===== src/rtl/stream_dec_pkg.sv =====
package stream_dec_pkg;
  localparam int SYM_W   = 3;
  localparam int CHAR_W  = 8;
  // symbol used for framing; the other framing symbol is all-ones
  localparam int SYM_LO  = 0;
  localparam int SYM_HI  = (1 << SYM_W) - 1;
  localparam int N_DATA  = SYM_HI - 1;       // data symbols 1..N_DATA
  localparam int N_LETTR = 26;
  localparam int N_CODE  = N_DATA * (N_DATA - 1);

  typedef enum logic [2:0] {
    ST_HUNT, ST_FIRST, ST_SECOND, ST_END1, ST_END2, ST_END3
  } dec_state_e;
endpackage


===== src/rtl/start_mark_finder.sv =====
module start_mark_finder
  import stream_dec_pkg::*;
#(
  parameter int SW = SYM_W
) (
  input  logic          clk_i,
  input  logic          rst_ni,
  input  logic          clear_i,
  input  logic          step_i,
  input  logic [SW-1:0] sym_i,
  output logic          hit_o
);
  localparam logic [SW-1:0] LO = SW'(SYM_LO);
  localparam logic [SW-1:0] HI = SW'(SYM_HI);

  logic [1:0] match_q, match_d;

  // overlap-aware prefix tracking for LO,HI,LO,HI
  always_comb begin
    match_d = match_q;
    hit_o   = 1'b0;
    if (clear_i) begin
      match_d = 2'd0;
    end else if (step_i) begin
      unique case (match_q)
        2'd0: match_d = (sym_i == LO) ? 2'd1 : 2'd0;
        2'd1: match_d = (sym_i == HI) ? 2'd2 : ((sym_i == LO) ? 2'd1 : 2'd0);
        2'd2: match_d = (sym_i == LO) ? 2'd3 : 2'd0;
        2'd3: begin
          if (sym_i == HI) begin
            hit_o   = 1'b1;
            match_d = 2'd0;
          end else begin
            match_d = (sym_i == LO) ? 2'd1 : 2'd0;
          end
        end
        default: match_d = 2'd0;
      endcase
    end
  end

  always_ff @(posedge clk_i or negedge rst_ni) begin
    if (!rst_ni) match_q <= 2'd0;
    else         match_q <= match_d;
  end
endmodule


===== src/rtl/pair_codebook.sv =====
module pair_codebook
  import stream_dec_pkg::*;
#(
  parameter int SW = SYM_W,
  parameter int CW = CHAR_W
) (
  input  logic [SW-1:0] first_i,
  input  logic [SW-1:0] second_i,
  output logic          ok_o,
  output logic [CW-1:0] char_o
);
  int f, s, idx;

  always_comb begin
    f      = int'(first_i);
    s      = int'(second_i);
    idx    = 0;
    ok_o   = 1'b0;
    char_o = '0;
    if (f >= 1 && f <= N_DATA && s >= 1 && s <= N_DATA && f != s) begin
      // row-major over the grid with the diagonal removed
      idx = (f - 1) * (N_DATA - 1) + (s - 1) - ((s > f) ? 1 : 0);
      ok_o = 1'b1;
      if (idx < N_LETTR) begin
        char_o = CW'(65 + idx);
      end else begin
        unique case (idx - N_LETTR)
          0:       char_o = CW'(33);   // !
          1:       char_o = CW'(46);   // .
          2:       char_o = CW'(63);   // ?
          3:       char_o = CW'(32);   // space
          default: ok_o   = 1'b0;
        endcase
      end
    end
  end
endmodule


===== src/rtl/stream_ctrl.sv =====
module stream_ctrl
  import stream_dec_pkg::*;
#(
  parameter int SW = SYM_W,
  parameter int CW = CHAR_W
) (
  input  logic          clk_i,
  input  logic          rst_ni,
  input  logic          valid_i,
  input  logic [SW-1:0] sym_i,
  input  logic          hit_i,
  input  logic          code_ok_i,
  input  logic [CW-1:0] code_char_i,
  output logic          hunting_o,
  output logic [SW-1:0] first_o,
  output logic [CW-1:0] char_o,
  output logic          char_valid_o,
  output logic          err_o
);
  localparam logic [SW-1:0] LO = SW'(SYM_LO);
  localparam logic [SW-1:0] HI = SW'(SYM_HI);

  dec_state_e    st_q, st_d;
  logic [SW-1:0] first_q, first_d;
  logic [CW-1:0] char_q, char_d;
  logic          cv_q, cv_d, err_q, err_d;

  always_comb begin
    st_d    = st_q;
    first_d = first_q;
    char_d  = '0;
    cv_d    = 1'b0;
    err_d   = 1'b0;
    if (valid_i) begin
      unique case (st_q)
        ST_HUNT:  if (hit_i) st_d = ST_FIRST;
        ST_FIRST: begin
          if (sym_i == HI) begin
            st_d = ST_END1;
          end else if (sym_i == LO) begin
            err_d = 1'b1;
            st_d  = ST_HUNT;
          end else begin
            first_d = sym_i;
            st_d    = ST_SECOND;
          end
        end
        ST_SECOND: begin
          if (code_ok_i) begin
            char_d = code_char_i;
            cv_d   = 1'b1;
            st_d   = ST_FIRST;
          end else begin
            err_d = 1'b1;
            st_d  = ST_HUNT;
          end
        end
        ST_END1: begin
          st_d  = (sym_i == LO) ? ST_END2 : ST_HUNT;
          err_d = (sym_i != LO);
        end
        ST_END2: begin
          st_d  = (sym_i == HI) ? ST_END3 : ST_HUNT;
          err_d = (sym_i != HI);
        end
        ST_END3: begin
          st_d  = ST_HUNT;
          err_d = (sym_i != LO);
        end
        default: st_d = ST_HUNT;
      endcase
    end
  end

  always_ff @(posedge clk_i or negedge rst_ni) begin
    if (!rst_ni) begin
      st_q    <= ST_HUNT;
      first_q <= '0;
      char_q  <= '0;
      cv_q    <= 1'b0;
      err_q   <= 1'b0;
    end else begin
      st_q    <= st_d;
      first_q <= first_d;
      char_q  <= char_d;
      cv_q    <= cv_d;
      err_q   <= err_d;
    end
  end

  assign hunting_o    = (st_q == ST_HUNT);
  assign first_o      = first_q;
  assign char_o       = char_q;
  assign char_valid_o = cv_q;
  assign err_o        = err_q;
endmodule


===== src/rtl/note_stream_decoder.sv =====
module note_stream_decoder
  import stream_dec_pkg::*;
(
  input  logic              clk_i,
  input  logic              rst_ni,
  input  logic              sym_valid_i,
  input  logic [SYM_W-1:0]  sym_i,
  output logic [CHAR_W-1:0] char_o,
  output logic              char_valid_o,
  output logic              err_o
);
  logic              hunting, hit, code_ok;
  logic [SYM_W-1:0]  first_sym;
  logic [CHAR_W-1:0] code_char;

  start_mark_finder #(.SW(SYM_W)) u_finder (
    .clk_i  (clk_i),
    .rst_ni (rst_ni),
    .clear_i(!hunting),
    .step_i (sym_valid_i && hunting),
    .sym_i  (sym_i),
    .hit_o  (hit)
  );

  pair_codebook #(.SW(SYM_W), .CW(CHAR_W)) u_book (
    .first_i (first_sym),
    .second_i(sym_i),
    .ok_o    (code_ok),
    .char_o  (code_char)
  );

  stream_ctrl #(.SW(SYM_W), .CW(CHAR_W)) u_ctrl (
    .clk_i       (clk_i),
    .rst_ni      (rst_ni),
    .valid_i     (sym_valid_i),
    .sym_i       (sym_i),
    .hit_i       (hit),
    .code_ok_i   (code_ok),
    .code_char_i (code_char),
    .hunting_o   (hunting),
    .first_o     (first_sym),
    .char_o      (char_o),
    .char_valid_o(char_valid_o),
    .err_o       (err_o)
  );
endmodule


===== config.mk =====
export PLATFORM = sky130hd
export DESIGN_NAME = note_stream_decoder
export DESIGN_NICKNAME = d
export VERILOG_FILES = /design/src/rtl/stream_dec_pkg.sv /design/src/rtl/start_mark_finder.sv /design/src/rtl/pair_codebook.sv /design/src/rtl/stream_ctrl.sv /design/src/rtl/note_stream_decoder.sv
export SDC_FILE = /design/constraint.sdc
export NUM_CORES = 1
export LEC_CHECK = 0
export BUFFER_PORTS_ARGS = -buffer_cell sky130_fd_sc_hd__buf_2
export CAP_MARGIN = 20
export CORE_MARGIN = 2
export CORE_UTILIZATION = 25
export DETAILED_ROUTE_END_ITERATION = 6
export GPL_TIMING_DRIVEN = 0
export HOLD_SLACK_MARGIN = 0.15
export MAX_ROUTING_LAYER = met4
export PLACE_DENSITY = 0.51
export SYNTH_ARGS = -nofsm -noshare
export SYNTH_HDL_FRONTEND = slang
export SYNTH_SLANG_ARGS = --single-unit

===== constraint.sdc =====
create_clock -name clk_i -period 7.7 [get_ports clk_i]
set_input_delay 0 -clock clk_i [delete_from_list [all_inputs] [get_ports clk_i]]
set_output_delay 0 -clock clk_i [all_outputs]
set_load 0.005 [all_outputs]

Word-level counts from Yosys, hierarchy flattened:

Cells that the tools add are included.

* logic and storage cells: 87
* flip-flop bits (word level): 18

* order comparisons: 6
* $mul: 1
* muxes and demuxes: 36
* add/subtract/negate cells: 6
* reductions and logical operators: 14
* bitwise gates (word level): 2
* equal/unequal tests: 16

Operator list (count)
* 32-bit by 2-bit == test with 1-bit output, second input constant: 2
* 8-bit 2-to-1 mux: 5
* 32-bit adder: 1
* 32-bit by 1-bit == test with 1-bit output, second input constant: 1
* 32-bit zero test: 1
* 32-bit by 6-bit less-than comparator with 1-bit output, second input constant: 1
* 32-bit by 4-bit multiplier with 32-bit output, second input constant: 1
* 32-bit by 2-bit subtractor with 32-bit output: 1
* 32-bit by 6-bit subtractor with 32-bit output, second input constant: 1
* 6-bit one-hot mux with 4 select lines: 1
* 1-bit 2-to-1 mux: 17
* 3-bit one-hot mux with 5 select lines: 1
* 2-bit 2-to-1 mux: 6
* 3-bit 2-to-1 mux: 4
* 3-bit == test, second input constant: 3
* 8-bit adder, first input constant: 1
* 2-bit one-hot mux with 4 select lines: 1
* 3-bit by 1-bit subtractor with 4-bit output, second input constant: 2
* 3-bit by 2-bit == test with 1-bit output, second input constant: 2
* 3-bit by 1-bit >= comparator with 1-bit output, second input constant: 2
* 3-bit <= comparator, second input constant: 2
* 3-bit zero test: 2
* 1-bit logical AND: 5
* 2-bit == test, second input constant: 2
* other kinds (14): 16

Longest topological paths before layout:

* depth in word-level cells: 13
* depth in mapped cells: 20
* depth with buffers taken out: 20

By module:

From an unflattened synthesis, not the netlist that was laid out.

* cells, all modules: 246
* area, all modules: 2137.0 um^2

Modules (own cells, without submodules)
* pair_codebook: cells an instance 160, instances 1, area each 1234.9 um^2, sequential area each 0.0 um^2
* stream_ctrl: cells an instance 73, instances 1, area each 778.2 um^2, sequential area each 400.4 um^2
* start_mark_finder: cells an instance 11, instances 1, area each 113.9 um^2, sequential area each 50.0 um^2
* note_stream_decoder: cells an instance 2, instances 1, area each 10.0 um^2, sequential area each 0.0 um^2

Worst setup path before layout:

Ideal clock, no wire load.

* path kind: reg-to-reg
* start: reg u_ctrl.first_q[0] (netlist: u_ctrl.first_o[0])
* end: reg u_ctrl.char_q[5] (netlist: u_ctrl.char_o[5])
* arrival time: 4488 ps
* cell stages (with the launch flop): 21
* setup slack: 3125 ps
* cell sequence: dfrtp_1 -> inv_1 -> ha_1 -> ha_1 -> inv_1 -> ha_1 -> ha_1 -> inv_1 -> fa_1 -> inv_1 -> ha_1 -> a211oi_2 -> nor3b_1 -> o21ai_0 -> nand2b_1 -> fa_1 -> a21oi_1 -> o41ai_2 -> nor3_1 -> o2111ai_2 -> a22oi_1

* longest elaborated chain between the ends: 13

RTL lines
* start: declaration: line stream_ctrl.sv:24 `logic [SW-1:0] first_q, first_d;`
* start signal: assignment: line stream_ctrl.sv:84 `first_q <= first_d;`
* 3-bit by 1-bit subtractor with 4-bit output: line pair_codebook.sv:22 `idx = (f - 1) * (N_DATA - 1) + (s - 1) - ((s > f) ? 1 : 0);`
* 32-bit by 4-bit multiplier with 32-bit output: line pair_codebook.sv:22
* 32-bit adder: line pair_codebook.sv:22
* 32-bit by 2-bit subtractor with 32-bit output: line pair_codebook.sv:22
* 32-bit by 6-bit subtractor with 32-bit output: line pair_codebook.sv:27 `unique case (idx - N_LETTR)`
* 32-bit by 1-bit == test with 1-bit output (tied with other cells): line pair_codebook.sv:27
* 4-bit OR reduction (no line)
* 1-bit 2-to-1 mux: line pair_codebook.sv:27
* 1-bit 2-to-1 mux: line pair_codebook.sv:24 `if (idx < N_LETTR) begin`
* 1-bit 2-to-1 mux: line pair_codebook.sv:20 `if (f >= 1 && f <= N_DATA && s >= 1 && s <= N_DATA && f != s) begin`
* 8-bit 2-to-1 mux *: line stream_ctrl.sv:49 `if (code_ok_i) begin`
* 8-bit 2-to-1 mux *: line stream_ctrl.sv:35 `unique case (st_q)`
* 8-bit 2-to-1 mux *: line stream_ctrl.sv:34 `if (valid_i) begin`
* net u_ctrl.char_d[5]: line stream_ctrl.sv:25 `logic [CW-1:0] char_q, char_d;`
* end signal: assignment: line stream_ctrl.sv:85 `char_q <= char_d;`
* end: declaration: line stream_ctrl.sv:25

The timed path passes the listed nets; every way through them passes the cells marked *.
A chain may end at the register's enable or synchronous reset.

Worst setup path after layout:

Ends and elaborated chain as after synthesis.

==> qor_table.md <==
| Quantity | Value | Unit |
|---|---|---|
| Distinct cells, synth | 47 | - |
| Die boundary height | 93.79 | um |
| Post-synth design cell area | 2016 | um2 |
| Antenna cell count | 0 | - |
| All-Layer GR Usage | 0.1047 | - |
| Capturing element type of the critical path | register | - |
| Synthesized netlist cell count | 218 | - |
| Worst Setup Start Kind | register | - |
| Portion of the post-synthesis area used by sequential elements | 0.2235 | - |
| FP Rows | 32 | - |
| Area leader, netlist | dfrtp_1 | - |
| Synthesized netlist net count | 264 | - |
| Routed vias | 1,542 | - |
| Class of the tightest hold or removal check | in2reg | - |
| Clk sinks | 18 | - |
| Slew margin rel. | 0.5490 | - |
| Tcrit/Tclk final | 0.6646 | - |
| Finished layout cell area | 2283 | um2 |
| Synth async-reset ratio | 1.000 | - |
| Final Critical Period | 5.118 | ns |
| Utilization of the core after routing | 0.2940 | - |
| Post-detailed-placement cell area | 2218 | um2 |
| Clock edge transition at the registers on the reported setup and hold paths | 0.07 | ns |
| Starting density of the core | 0.2595 | - |
| Avg Vias per Cell | 4.535 | - |
| Wire length reported by the detailed router | 4007 | um |
| Number of max-capacitance violations reported | 0 | - |
| Flip-flop and latch count after synthesis | 18 | - |
| Arrival time at the worst endpoint | 5.29 | ns |
| Pre-Repair DR Iteration Count | 6 | - |
| Maximum achievable frequency | 0.1954 | GHz |
| Number of port buffers | 15 | - |
| Fraction of final layout cells with drive strength greater than 1 | 0.1387 | - |
| Yosys synthesis warning count | 0 | - |
| Std-Cell Core Area | 7767 | um2 |
| Internal reg-to-reg setup slack | 2.58 | ns |
| Antenna violations before repair | 0 | - |
| Critical path class | reg2reg | - |
| Setup slack after placement | 2.620 | ns |
| Area share of the largest cell type after synthesis | 0.2235 | - |
| Via count of the first global-routing pass | 1,574 | - |
| Final weighted congestion in routability-driven placement | 0.7905 | - |
| Critical path peak fanout | 8 | - |
| Setup Fix Bufs, Post-CTS | 0 | - |
| Cts bufs inserted | 3 | - |
| Final layout net count | 285 | - |
| Number of fill cells in the layout | 839 | - |
| Required time of the critical path | 7.87 | ns |
| First DRT Iteration DRCs | 48 | - |
| Hold buffer count at CTS | 1 | - |
| Commonest non-fill, non-tap cell in the layout | ha_1 | - |
| Maximum number of pins on one net before global-route repair | 19 | - |
| Root Driver | clkbuf_8 | - |
| Clock latency at the later pin of the worst-skew pair | 0.26 | ns |
| Setup repair after global routing missed its margin | no | - |
| Status | finished clean | - |
| Slew at the pin with the worst max-slew slack | 0.6742 | ns |
| CTS max path bufs | 2 | - |
| Sum Neg Setup Slack | 0 | ns |
| Final worst slack | 2.582 | ns |
| Synthesis-to-finish area growth | 13.28 | % |
| Area of the die | 8797 | um2 |
| H-tree depth | 1 | - |
| Final hold violations | 0 | - |
| Die W | 93.79 | um |
| Final number of setup-violating endpoints | 0 | - |
| Cells taking the most area after synthesis | dfrtp_1 (22%), ha_1 (20%), fa_1 (7.9%) | - |
| Top library cells by usage in the layout, fill and taps aside | ha_1 (32), inv_1 (30), dfrtp_1 (18) | - |
| Clock tree from TritonCTS | yes | - |
| Synth Flop Type | dfrtp_1 | - |
| Number of antenna-violating nets in the routed design | 0 | - |
| WL per Instance | 11.79 | um |
| Count of flip-flops with a built-in enable after synthesis | 0 | - |
| # DRC | 0 | - |
| Number of primary I/O pins | 16 | - |
| Overall overflow remaining after global route | 0 | - |
| Final slew viol count | 0 | - |
| First-pass GRT wire length | 7286 | um |
| Maximum clock skew at final layout | 0.004765 | ns |
| Estimated wirelength of the detail-placed design | 3296 | um |
| Mean instance size in the synthesized netlist | 9.246 | um2 |
| # resized after CTS | 0 | - |
[area by class of cell]
type	instances	area [um2]	area share
repair buffers	16	85.08	0.03726
well taps	102	127.6	0.05589
clock buffers	4	55.05	0.02411
plain buffers	5	21.27	0.009315
inverters	30	112.6	0.04932
multi-input cells	165	1431	0.6268
flip-flops and latches	18	450.4	0.1973
[through the flow]
| stage | hold slack [ns] | std cells |
|---|---|---|
| finish | 0.1614 | 340 |
| global route | 0.1871 | 340 |
| CTS | 0.1630 | 340 |
| detailed placement | -0.04872 | 335 |
| global placement | -0.04797 | 335 |
| floorplan | -0.2956 | 218 |
[logic make-up (layout without fill, tap and decap cells)]
group,after synthesis,in the layout,synth area share
compound gates,42,42,0.1595
flops,18,18,0.2235
simple gates,62,62,0.1664
xor+xnor,16,16,0.08070
fa+ha+maj,40,40,0.2781
mux,5,5,0.02545
buf+inv,35,55,0.06642
[worst max-delay path, stage by stage, from the launching register on]
cell	delay, ns
dfrtp_1	0.53
inv_1	0.14
ha_1	0.22
ha_1	0.33
inv_1	0.09
ha_1	0.29
ha_1	0.32
fa_1	0.47
ha_1	0.31
a211oi_2	0.28
nor3b_1	0.12
o21ai_0	0.15
nand2b_1	0.09
fa_1	0.51
a21oi_1	0.19
o41ai_2	0.15
nor3_1	0.38
o2111ai_2	0.22
a22oi_1	0.22
[flip-flops by register name, indices dropped and copies added, names as in the netlist]
name / count
u_ctrl.char_o: 8
u_ctrl.first_o: 3
u_ctrl.st_q: 3
u_finder.match_q: 2
u_ctrl.char_valid_o: 1
u_ctrl.err_o: 1
[metal layers]
| metal | track usage | part of all wire | vias to the layer above | wire, um |
|---|---|---|---|---|
| met5 | - | 0 | - | 0 |
| met4 | 0.04227 | 0.015 | 0 | 61 |
| met3 | 0.007223 | 0.021 | 4 | 86 |
| met2 | 0.1702 | 0.46 | 19 | 1858 |
| met1 | 0.1358 | 0.50 | 727 | 2001 |
| li1 | - | - | 792 | - |
[synthesized netlist by cell type (all sizes together) (3+ instances only)]
| cell type | n |
|---|---|
| o21ai | 13 |
| nand2b | 4 |
| ha | 32 |
| nor3b | 3 |
| dfrtp | 18 |
| nand2 | 14 |
| nor2b | 4 |
| mux2i | 4 |
| clkbuf | 3 |
| o22ai | 3 |
| a21o | 3 |
| nor4 | 5 |
| inv | 30 |
| nor2 | 13 |
| xnor2 | 9 |
| xor2 | 6 |
| nor3 | 9 |
| fa | 8 |
| a21oi | 8 |
[path summary, 6_finish.rpt]
check	cells after the start	endpoint	start
setup / recovery	18	u_ctrl.char_o[5]$_DFF_PN0_	u_ctrl.first_o[0]$_DFFE_PN0P_
hold / removal	3	u_ctrl.first_o[1]$_DFFE_PN0P_	sym_i[1]
setup reg to reg	18	u_ctrl.char_o[5]$_DFF_PN0_	u_ctrl.first_o[0]$_DFFE_PN0P_
hold reg to reg	1	u_ctrl.first_o[2]$_DFFE_PN0P_	u_ctrl.first_o[2]$_DFFE_PN0P_
max in group asynchronous	2	u_ctrl.char_o[1]$_DFF_PN0_	rst_ni
min in group asynchronous	2	u_finder.match_q[1]$_DFFE_PN0P_	rst_ni
Power is left out: the tool's default activity adds up to more than one toggle a clock period on the data nets, which glitch-free logic cannot reach.
